[src/rtl/timer_bank_pkg.sv]
package timer_bank_pkg;

    localparam int BYTE_W  = 8;
    localparam int CNT_W   = 16;
    localparam int NUM_TMR = 3;
    localparam int ADDR_W  = 3;

    // timer 2 counts the expiries of this timer
    localparam int CASCADE_SRC = 2;
    localparam int CASCADE_DST = 1;

    localparam logic [ADDR_W-1:0] ADDR_CTRL   = 3'd0;
    localparam logic [ADDR_W-1:0] ADDR_STATUS = 3'd1;

    localparam int IE_BIT   = 6;
    localparam int HOLD_BIT = 0;
    localparam int SEL_BIT  = 0;

    localparam logic [CNT_W-1:0] LATCH_RST = {CNT_W{1'b1}};

    typedef logic [NUM_TMR-1:0][CNT_W-1:0] cnt_vec_t;

    typedef struct packed {
        logic               hold;     // control 1 bit 0
        logic [NUM_TMR-1:0] ie;       // bit 6 of controls 1..3
        logic               sel_c1;   // control 2 bit 0
        logic [BYTE_W-1:0]  hi_buf;   // pending latch high byte
        logic [BYTE_W-1:0]  snap;     // captured counter low byte
        cnt_vec_t           latch;
        logic [NUM_TMR-1:0] flag;
        logic [NUM_TMR-1:0] armed;    // flag seen set by a status read
    } bank_regs_t;

endpackage

[src/rtl/tmr_prescaler.sv]
module tmr_prescaler #(
    parameter int DIV = 100
) (
    input  logic clk,
    input  logic rst_n,
    input  logic hold,
    output logic tick
);
    localparam int PW = (DIV > 1) ? $clog2(DIV) : 1;
    localparam logic [PW-1:0] LAST = PW'(DIV - 1);

    logic [PW-1:0] div_d, div_q;

    always_comb begin
        tick  = !hold && (div_q == LAST);
        div_d = div_q + 1'b1;
        if (hold || tick) begin
            div_d = '0;
        end
    end

    always_ff @(posedge clk or negedge rst_n) begin
        if (!rst_n) begin
            div_q <= '0;
        end else begin
            div_q <= div_d;
        end
    end
endmodule

[src/rtl/tmr_down_counter.sv]
module tmr_down_counter #(
    parameter int W = 16
) (
    input  logic         clk,
    input  logic         rst_n,
    input  logic         hold,
    input  logic         step,
    input  logic [W-1:0] reload_val,
    output logic [W-1:0] count,
    output logic         zero
);
    logic [W-1:0] count_d, count_q;

    always_comb begin
        count_d = count_q;
        if (hold) begin
            count_d = reload_val;
        end else if (step) begin
            if (count_q == '0) begin
                count_d = reload_val;
            end else begin
                count_d = count_q - 1'b1;
            end
        end
    end

    always_ff @(posedge clk or negedge rst_n) begin
        if (!rst_n) begin
            count_q <= {W{1'b1}};
        end else begin
            count_q <= count_d;
        end
    end

    assign count = count_q;
    assign zero  = (count_q == '0);
endmodule

[src/rtl/timer_bank.sv]
module timer_bank
    import timer_bank_pkg::*;
#(
    parameter int PRESCALE = 100
) (
    input  logic              clk,
    input  logic              rst_n,
    input  logic [ADDR_W-1:0] bus_addr,
    input  logic              bus_wr,
    input  logic              bus_rd,
    input  logic [BYTE_W-1:0] bus_wdata,
    output logic [BYTE_W-1:0] bus_rdata,
    output logic              irq
);
    bank_regs_t r_d, r_q;

    logic               tick_w;
    logic               hold_w;
    logic [NUM_TMR-1:0] zero_w;
    logic [NUM_TMR-1:0] step_w;
    logic [NUM_TMR-1:0] expire_w;
    cnt_vec_t           count_w;
    cnt_vec_t           latch_w;
    logic [NUM_TMR-1:0] flag_w;
    logic               irq_w;

    assign hold_w  = r_q.hold;
    assign latch_w = r_q.latch;
    assign flag_w  = r_q.flag;

    tmr_prescaler #(.DIV(PRESCALE)) u_presc (
        .clk   (clk),
        .rst_n (rst_n),
        .hold  (hold_w),
        .tick  (tick_w)
    );

    // step sources: the cascade target follows the source's expiry
    always_comb begin
        for (int i = 0; i < NUM_TMR; i++) begin
            if (i != CASCADE_DST) begin
                step_w[i]   = tick_w;
                expire_w[i] = tick_w && zero_w[i];
            end
        end
        step_w[CASCADE_DST]   = expire_w[CASCADE_SRC];
        expire_w[CASCADE_DST] = expire_w[CASCADE_SRC] && zero_w[CASCADE_DST];
    end

    for (genvar g = 0; g < NUM_TMR; g++) begin : g_tmr
        tmr_down_counter #(.W(CNT_W)) u_cnt (
            .clk        (clk),
            .rst_n      (rst_n),
            .hold       (hold_w),
            .step       (step_w[g]),
            .reload_val (r_q.latch[g]),
            .count      (count_w[g]),
            .zero       (zero_w[g])
        );
    end

    assign irq_w = |(r_q.flag & r_q.ie);
    assign irq   = irq_w;

    // read data path
    always_comb begin
        logic [1:0] idx;
        idx       = bus_addr[2:1] - 2'd1;
        bus_rdata = '0;
        if (bus_rd) begin
            if (bus_addr == ADDR_STATUS) begin
                bus_rdata = {irq_w, {(BYTE_W-1-NUM_TMR){1'b0}}, r_q.flag};
            end else if (bus_addr != ADDR_CTRL) begin
                if (!bus_addr[0]) begin
                    bus_rdata = count_w[idx][CNT_W-1:BYTE_W];
                end else begin
                    bus_rdata = r_q.snap;
                end
            end
        end
    end

    // next-state logic
    always_comb begin
        logic [1:0]         idx;
        logic               tmr_addr;
        logic [NUM_TMR-1:0] clr;
        idx      = bus_addr[2:1] - 2'd1;
        tmr_addr = (bus_addr != ADDR_CTRL) && (bus_addr != ADDR_STATUS);
        r_d      = r_q;

        for (int i = 0; i < NUM_TMR; i++) begin
            clr[i] = bus_rd && tmr_addr && !bus_addr[0] &&
                     (int'(idx) == i) && r_q.armed[i];
        end

        // flags and their clear-sequence arming
        for (int i = 0; i < NUM_TMR; i++) begin
            if (hold_w) begin
                r_d.flag[i]  = 1'b0;
                r_d.armed[i] = 1'b0;
            end else begin
                if (expire_w[i]) begin
                    r_d.flag[i] = 1'b1;
                end else if (clr[i]) begin
                    r_d.flag[i] = 1'b0;
                end
                if (bus_rd && bus_addr == ADDR_STATUS) begin
                    r_d.armed[i] = r_q.flag[i];
                end else if (clr[i]) begin
                    r_d.armed[i] = 1'b0;
                end
            end
        end

        // counter low-byte capture on a high-byte read
        if (bus_rd && tmr_addr && !bus_addr[0]) begin
            r_d.snap = count_w[idx][BYTE_W-1:0];
        end

        // register writes
        if (bus_wr) begin
            if (bus_addr == ADDR_CTRL) begin
                if (r_q.sel_c1) begin
                    r_d.hold  = bus_wdata[HOLD_BIT];
                    r_d.ie[0] = bus_wdata[IE_BIT];
                end else begin
                    r_d.ie[2] = bus_wdata[IE_BIT];
                end
            end else if (bus_addr == ADDR_STATUS) begin
                r_d.sel_c1 = bus_wdata[SEL_BIT];
                r_d.ie[1]  = bus_wdata[IE_BIT];
            end else if (!bus_addr[0]) begin
                r_d.hi_buf = bus_wdata;
            end else begin
                r_d.latch[idx] = {r_q.hi_buf, bus_wdata};
            end
        end
    end

    always_ff @(posedge clk or negedge rst_n) begin
        if (!rst_n) begin
            r_q.hold   <= 1'b1;
            r_q.ie     <= '0;
            r_q.sel_c1 <= 1'b0;
            r_q.hi_buf <= '0;
            r_q.snap   <= '0;
            r_q.latch  <= {NUM_TMR{LATCH_RST}};
            r_q.flag   <= '0;
            r_q.armed  <= '0;
        end else begin
            r_q <= r_d;
        end
    end
endmodule

[config.mk]
export PLATFORM = sky130hd
export DESIGN_NAME = timer_bank
export DESIGN_NICKNAME = d
export VERILOG_FILES = /design/src/rtl/timer_bank_pkg.sv /design/src/rtl/tmr_prescaler.sv /design/src/rtl/tmr_down_counter.sv /design/src/rtl/timer_bank.sv
export SDC_FILE = /design/constraint.sdc
export NUM_CORES = 1
export LEC_CHECK = 0
export ABC_AREA = 1
export BUFFER_PORTS_ARGS = -buffer_cell sky130_fd_sc_hd__buf_4
export CAP_MARGIN = 5
export CORE_ASPECT_RATIO = 1.4
export CORE_MARGIN = 1.5
export CORE_UTILIZATION = 40
export CTS_CLUSTER_SIZE = 12
export DETAILED_ROUTE_END_ITERATION = 16
export GPL_TIMING_DRIVEN = 0
export SLEW_MARGIN = 20
export SYNTH_ARGS = -nofsm -noshare
export SYNTH_HDL_FRONTEND = slang
export SYNTH_HIERARCHICAL = 1
export SYNTH_SLANG_ARGS = --single-unit
[constraint.sdc]
create_clock -name clk -period 2.1 [get_ports clk]
set_input_delay 0.42 -clock clk [delete_from_list [all_inputs] [get_ports clk]]
set_output_delay 0.42 -clock clk [all_outputs]
set_load 0.02 [all_outputs]
---- Word-level counts from Yosys, hierarchy flattened ----
Index checks and enable logic that the tools add are counted.
operators by class
  add/subtract/negate cells ............... 5
  magnitude comparators ................... 2
  equality and inequality tests ........... 5
  multiplexer cells ....................... 34
  bitwise logic cells ..................... 5
  reductions and logical operators ........ 38
operator list
  cell                                                  number
  2-to-1 mux 16 bit                                     11
  bitwise mux 48 bit                                    1
  logical NOT 16 bit                                    3
  subtractor 16 x 1 -> 16 bit (second input constant)   3
  binary-select mux 16 bit (select 2 bit)               1
  demux 16 bit (select 2 bit)                           1
  2-to-1 mux 8 bit                                      4
  nonzero test 3 bit                                    7
  logical AND 1 bit                                     15
  2-to-1 mux 1 bit                                      15
  AND reduction 3 bit                                   3
  AND reduction 4 bit                                   2
  adder 7 x 1 -> 7 bit (second input constant)          1
  equality test 7 bit (second input constant)           1
  2-to-1 mux 7 bit                                      1
  equality test 2 bit (second input constant)           2
  NOT 1 bit                                             4
  nonzero test 2 bit                                    2
  AND 3 bit                                             1
  equality test 3 x 1 -> 1 bit (second input constant)  1
  logical NOT 3 bit                                     1
  < comparator 2 x 3 -> 1 bit (second input constant)   1
  != test 3 x 1 -> 1 bit (second input constant)        1
  OR reduction 3 bit                                    1
  other kinds (5)                                       6
storage, ports and cells
  register bits ........................... 130
  input bits .............................. 15
  output and inout bits ................... 9
  word-level logic and storage cells ...... 109

---- Depth between registers and ports, before layout ----
Gate-level depths: netlist of the first run.
  depth after elaboration ................. 9
  depth in mapped cells ................... 11
  depth with buffers taken out ............ 10

---- Hierarchy ----
Netlist of the first run, hierarchy kept.
by module, submodules not included
  module            times used  cells each  area each (sq um)
  tmr_down_counter  3           218         1,343.8
  timer_bank        1           474         3,776.1
  tmr_prescaler     1           44          384.1

---- Worst setup path before layout of the first run ----
OpenSTA, ideal clock, no wires.
  path kind ............................... input -> output
  from .................................... input port bus_addr[1]
  to ...................................... output port bus_rdata[3]
  arrival ................................. 2.042 ns
  path slack .............................. -0.362 ns
  stages on the path ...................... 8
  buffers on the path ..................... 4
  path through ............................ buf_2 -> inv_2 -> buf_2 -> ha_1 -> buf_2 -> clkbuf_1 -> nand2_1 -> a21oi_1
between the ends
  longest elaborated chain between the ends .. 7
ends and longest elaborated chain
  item                                     line              text
  start: declaration                       timer_bank.sv:8   input logic [ADDR_W-1:0] bus_addr,
  subtractor 2 x 1 -> 2 bit                timer_bank.sv:68  idx = bus_addr[2:1] - 2'd1;
  binary-select mux 16 bit (select 2 bit)  timer_bank.sv:75  bus_rdata = count_w[idx][CNT_W-1:BYTE_W];
  2-to-1 mux 16 bit                        -
  2-to-1 mux 8 bit                         timer_bank.sv:74  if (!bus_addr[0]) begin
  2-to-1 mux 8 bit                         timer_bank.sv:73  end else if (bus_addr != ADDR_CTRL) begin
  2-to-1 mux 8 bit (*)                     timer_bank.sv:71  if (bus_addr == ADDR_STATUS) begin
  2-to-1 mux 8 bit (*)                     timer_bank.sv:70  if (bus_rd) begin
  end: declaration                         timer_bank.sv:12  output logic [BYTE_W-1:0] bus_rdata,
Mark *: on every way between the ends. The rest lies on a longest branch, timed or not. The select of a mux whose other input is x is not followed.

---- Final worst setup path of the first run ----
Same ends and word-level chain as after synthesis.

==> out/metrics.cfg, run 1 <==
[global_route]
top_usage_layer = met2
first_global_vias = 7153
grtUsageTotal_pct = 24.0
met1_usage_pct = 31.8
grt_max_degree = 71
grtUsageMet2_pct = 39.8
overflow = 0
met3_usage_pct = 3.83
grt_pass1_wl_mm = 38.6
grt_antenna_before_repair = 0

[logic_synthesis]
synth_top_area_cell = dfstp_2
synth_edf_count = 0
synthCells = 1172
synth_flop_cell = dfstp_2
syn_area_um2 = 8190
synth_nets = 1198
yosysWarningCount = 6
ys_seq_area_share_pct = 41.2
synth_cell_types = 32
avgSynthCellArea_um2 = 6.99
ys_ff_latch = 130
synth_top_area_share_pct = 31.1
yosys-top-cells-area = dfstp_2 31%, nand2_1 21%, dfrtp_1 10%, nand3_1 6.7%, inv_1 6.4%
synthArstFlopShare_pct = 100

[critical_path]
critPathMostFrequentCell = buf_6
cp.arrival_ns = 1.64
end_kind = output pin
crit_slowest_cell = ha_4
slowest_delay_ns = 0.29
critPathRequiredTime_ns = 1.68
crit_buf_inv = 5
cp_top_family = buffers and inverters
path_cells = buf_12 > clkinv_8 > buf_8 > ha_4 > buf_6 > nor2_4 > a21oi_1 > a21oi_4 > buf_6
critical_path.max_fanout = 6
crit_type = primary input to output pin
critPathLaunchType = primary input

[floorplanning]
fp-row-count = 61
coreArea_um2 = 20000
pin_count = 24
die_y_um = 172
initial_core_util_pct = 41.0
dieArea_um2 = 21400
die_w_um = 124

[clock_tree]
numClockSinks = 130
insertion_delay_ns = 0.43
cts_tree = built
path_clk_slew_ns = 0.06
htree_levels = 4
cts_buffer_depth = 2
numCtsBuffers = 17
root_buffer = clkbuf_16

[sta]
finalClockSkew_ns = 0.00852
max_freq_ghz = 0.486
setup_viol = 0
max_slew.worst_pin.slew_ns = 0.768
whs_ns = 0.382
grt_setup_unrepaired = true
slew_viol_final = 0
final.period_utilization_pct = 98.0
relSlewSlack_pct = 48.3
period_needed_ns = 2.06
finalHoldViolCount = 0

[drt]
drc_errors = 0
dr.first_iter.drc_count = 478
vias_per_cell = 5.00
ant_nets = 0
drt_pass1_iterations = 5
postRouteWirelength_mm = 23.8
num_vias = 7430
wire_per_inst_um = 16.0

[power_and_ir_drop]
total_power_w = 0.0128
power_density_nw_per_um2 = 1340
vdd_drop_max_uv = 603
p_leak_nw = 4.70

[place]
dpl_cell_area_um2 = 8790
port_buffers = 23
place_congestion = 0.871
hpwl_mm = 17.9

[layout]
final_cell_mix = 460 x nand2_1, 137 x inv_1, 105 x nand3_1
syn_to_final_growth_pct = 17.4
final_nets = 1247
diodes = 0
stdcell_area_um2 = 9610
drive_above_1_share_pct = 20.8
nFillCells = 2046
final_common_cell = nand2_1

[run_status]
status = complete, no violations

[flow_run]
max-cap-violations = 0

[min_path]
holdCritPathClass = primary input to flop

## area by class of cell
cell class | count | area [um2] | share of cell area (%)
clock buffers | 18 | 429 | 4.46
well taps | 252 | 315 | 3.28
clock inverters | 14 | 166 | 1.73
repair buffers | 34 | 324 | 3.37
inverters | 148 | 573 | 5.96
multi-input cells | 867 | 4250 | 44.2
flip-flops and latches | 130 | 3380 | 35.1
plain buffers | 23 | 175 | 1.82
## final timing paths
| path | from | to | slack (ns) | depth (start not counted) |
|---|---|---|---|---|
| worst max-delay path | bus_addr[1] | bus_rdata[3] | 0.04 | 9 |
| worst min-delay path | bus_wdata[2] | r_q[64] | 0.38 | 3 |
| worst max register to register | g_tmr[2].u_cnt/count[0] | g_tmr[1].u_cnt/count[12] | 0.10 | 10 |
| worst min register to register | latch_w[43] | latch_w[43] | 0.47 | 2 |
| max in group asynchronous | rst_n | g_tmr[2].u_cnt/count[8] | 0.82 | 3 |
| min in group asynchronous | rst_n | r_q[0] | 0.56 | 2 |
## per-layer routing
metal  wire (um)  vias up
met1       10800     3488
met3         779       33
met4         673        0
li1            -     3779
met2       11500      130
met5           0        -
## repair_timing
item                                   CTS  global route
pin swaps                                2             6
setup endpoints to repair               51            44
buffers inserted                         3             5
endpoints found under the hold margin   10             0
resized for setup                       30            23
gates cloned                             1             0
hold buffers                             1             0
## cells in the mapped netlist, types with 11 or more instances
| cell type | n |
|---|---|
| nand2_1 | 467 |
| inv_1 | 139 |
| nand3_1 | 109 |
| dfstp_2 | 97 |
| nor2_1 | 96 |
| o21ai_0 | 47 |
| dfrtp_1 | 33 |
| o21a_1 | 24 |
| nand4_1 | 15 |
| nor2_2 | 15 |
| a21oi_1 | 13 |
| buf_2 | 13 |
| nor2_4 | 13 |
| ha_1 | 11 |
## worst reg2reg max path: stages (launching register included)
cell and delay, ns:
dfstp_2 0.57, inv_1 0.09, ha_1 0.24, nand3_1 0.13, nor4_4 0.06, nand2_1 0.09
inv_2 0.08, nor2_4 0.23, clkinv_4 0.20, nor2_1 0.12, o21bai_1 0.12
## through the flow
stage | setup TNS (ns) | utilization [%] | cells | setup WS [ns]
2_1_floorplan | -0.0735 | - | 1172 | -0.0184
3_3_place_gp | -26.37 | 43.8 | 1447 | -0.670
3_5_place_dp | -27.39 | 43.9 | 1448 | -0.660
4_1_cts | -0.0168 | 47.7 | 1484 | -0.00716
5_1_grt | -0.0384 | 48.1 | 1486 | -0.0150
6_report | 0 | 48.1 | 1486 | 0.0429
## cells by family after synthesis
group	share of synthesized area, %
XOR/XNOR	1.82
adder cells (fa/ha/maj)	1.68
buffers and inverters	8.68
flip-flops	41.2
AND/OR/NAND/NOR	39.4
AO/OA/AOI/OAI	7.24
## registers in the layout (all words and copies together) (netlist names)
signal             count
u_presc/div_q          7
flag_w                 3
latch_w               48
r_q                   23
hold_w                 1
g_tmr.u_cnt/count     48
## power breakdown
part           internal (W)  leakage (nW)  total [W]  switching [W]
clock               0.00179         0.283    0.00304        0.00125
sequential          0.00374          1.44    0.00480        0.00106
combinational       0.00180          2.98    0.00500        0.00320
(Power assumes the default switching activity.)
==> run 2, diff against run 1 <==
--- a/config.mk
+++ b/config.mk
@@ -14,6 +14,7 @@
 export CTS_CLUSTER_SIZE = 12
 export DETAILED_ROUTE_END_ITERATION = 16
 export GPL_TIMING_DRIVEN = 0
+export MAX_ROUTING_LAYER = met4
 export SLEW_MARGIN = 20
 export SYNTH_ARGS = -nofsm -noshare
 export SYNTH_HDL_FRONTEND = slang
==> run 2 against run 1 <==
Non-clock buffer count fell by 1; global-route usage rose by 0.70 points; combinational power rose by 0.8%; wire length rose by 0.30%; clock skew rose by 0.0027 ns; critical path type unchanged; largest cell class unchanged; largest power group unchanged; highest routed layer unchanged.
==> out/metrics.cfg, run 2 (synthesis results as in run 1) <==
[drt]
drc_errors = 0  ; unchanged
postRouteWirelength_mm = 23.8  ; +0.30%
wire_per_inst_um = 16.1  ; +0.37%
ant_nets = 0  ; unchanged
dr.first_iter.drc_count = 557  ; +17%
vias_per_cell = 5.07  ; +1.5%
drt_pass1_iterations = 5  ; unchanged
num_vias = 7533  ; +1.4%

[sta]
max_slew.worst_pin.slew_ns = 0.739  ; -0.0298 ns
setup_viol = 0  ; unchanged
max_freq_ghz = 0.481  ; -1.0%
setup_slack_ns = 0.0211  ; -0.0218 ns
slew_viol_final = 0  ; unchanged
period_needed_ns = 2.08  ; +0.0218 ns
finalHoldViolCount = 0  ; unchanged
setup-tns-final_ns = 0  ; unchanged
relSlewSlack_pct = 50.3  ; +2.0 points
final.period_utilization_pct = 99.0  ; +1.0 points
whs_ns = 0.123  ; -0.259 ns
finalClockSkew_ns = 0.0112  ; +0.00270 ns
grt_setup_unrepaired = true

[critical_path]
crit_type = primary input to output pin
critPathRequiredTime_ns = 1.68  ; about the same
cp_top_family = buffers and inverters
path_cells = buf_12 > clkinv_8 > buf_8 > ha_4 > clkbuf_16 > nand3_2 > nand3_2 > nand2_1 > nand2_1 > nand2_2 > buf_6
critical_path.max_fanout = 5  ; -1
critPathLaunchType = primary input
crit_buf_inv = 5  ; unchanged
crit_slowest_cell = ha_4
cp.arrival_ns = 1.66  ; +0.02 ns
slowest_delay_ns = 0.30  ; about the same
end_kind = output pin

[place]
place_congestion = 0.889  ; +2.1%
port_buffers = 23  ; unchanged
hpwl_mm = 17.9  ; -0.11%
place_ws_ns = -0.624  ; +0.0361 ns

[power_and_ir_drop]
combPwrFrac_pct = 39.5  ; +0.6 points
p_leak_nw = 4.70  ; about the same
power_density_nw_per_um2 = 1320  ; -0.86%
vdd_drop_max_uv = 684  ; +13%
pwr-share-seq_pct = 37.7  ; +0.3 points
intPower_w = 0.00729  ; -0.49%
p_sw_share_pct = 42.8  ; -0.16 points
p_clk_share_pct = 22.8  ; -0.9 points
p_sw_w = 0.00545  ; -1.1%

[floorplanning]
die_y_um = 172  ; unchanged
die_w_um = 124  ; unchanged
coreArea_um2 = 20000  ; unchanged
dieArea_um2 = 21400  ; unchanged
fp-row-count = 61  ; unchanged
pin_count = 24  ; unchanged
initial_core_util_pct = 41.0  ; unchanged

[flow_run]
max-cap-violations = 0  ; unchanged

[clock_tree]
cts_buffer_depth = 2  ; unchanged
numCtsBuffers = 17  ; unchanged
root_buffer = clkbuf_16
cts_tree = built
numClockSinks = 130  ; unchanged
path_clk_slew_ns = 0.06  ; about the same
insertion_delay_ns = 0.43  ; about the same
htree_levels = 4  ; unchanged

[global_route]
first_global_vias = 7264  ; +1.6%
grt_pass1_wl_mm = 38.6  ; about the same
grt_antenna_before_repair = 0  ; unchanged
grt_max_degree = 96  ; +35%
overflow = 0  ; unchanged
grtUsageTotal_pct = 24.7  ; +0.70 points

[layout]
drive_above_1_share_pct = 21.0  ; +0.18 points
multi_input_area_um2 = 4270  ; +0.47%
syn_to_final_growth_pct = 17.5
final_common_cell = nand2_1
seqCellArea_um2 = 3380  ; unchanged
final_cell_mix = 458 x nand2_1, 138 x inv_1, 104 x nand3_1
diodes = 0  ; unchanged
final_nets = 1246  ; -0.080%
nFillCells = 2079  ; +1.6%

[min_path]
holdCritPathClass = primary input to async pin

[run_status]
status = complete, no violations

run 2: cell types whose count changed in the layout (fill, tap and decap cells not counted), sizes merged:
cell         delta
bufinv          -1
inv             -7
buf             -1
clkbuf          +4
clkinvlp        -1
dlygate4sd3     -1
clkinv          +6
run 2: timing repair:
item | CTS | global route
setup buffers | 2 | 4
pin swaps | 2 | 5
hold buffers | 0 | 0
gates resized for setup | 34 | 22
cloned | 0 | 1
endpoints found under the setup margin | 50 | 45
run 2: area by class of cell:
type	instances	share of cell area, %
Tap cell	252	3.28
Clock buffer	21	4.90
Sequential cell	130	35.1
Multi-Input combinational cell	867	44.4
Inverter	148	5.94
Clock inverter	11	1.08
Timing Repair Buffer	31	3.29
Buffer	25	2.02
run 2: power by group through the flow:
stage                     Combinational [W]  Sequential (W)  Clock, W
final                               0.00504         0.00480   0.00290
after detailed placement            0.00485         0.00481         0
after CTS                           0.00496         0.00480   0.00296
after global routing                0.00574         0.00493   0.00306
after global placement              0.00480         0.00479         0
after floorplan                     0.00380         0.00439         0
run 2: final timing paths:
kind	from	end	slack [ns]	cells past startpoint
hold reg to reg	latch_w[8]	latch_w[8]	0.47	2
setup reg to reg	g_tmr[2].u_cnt/count[6]	g_tmr[1].u_cnt/count[12]	0.09	9
max in group asynchronous	rst_n	g_tmr[2].u_cnt/count[3]	1.45	2
hold / removal	rst_n	latch_w[16]	0.12	1
setup / recovery	bus_addr[1]	bus_rdata[1]	0.02	11
min in group clk	bus_wdata[2]	r_q[64]	0.37	3
run 2: metal layers:
| layer | track usage, % | wire [um] | share of wire (%) |
|---|---|---|---|
| met5 | - | 0 | 0 |
| met4 | 8.94 | 680 | 2.9 |
| met3 | 3.63 | 809 | 3.4 |
| met2 | 39.5 | 11500 | 48 |
| met1 | 31.9 | 10900 | 46 |
run 2: worst register-to-register path, cell delays in order, from the launching register on:
cell and delay, ns:
dfstp_2 0.40, nor2_1 0.18, nand2_1 0.18, nor4_4 0.39
nand2_1 0.08, inv_1 0.20, nor2_4 0.11, inv_4 0.21
nor2_1 0.06, o21bai_1 0.15
run 2: through the flow:
step / total power [W] / cells / util [%] / instance area (um2)
floorplan: 0.00818 / 1172 / - / 8270
global placement: 0.00959 / 1447 / 43.8 / 8750
detailed placement: 0.00966 / 1448 / 43.9 / 8790
CTS: 0.0127 / 1480 / 47.5 / 9500
global route: 0.0137 / 1485 / 48.1 / 9620
finish: 0.0127 / 1485 / 48.1 / 9620
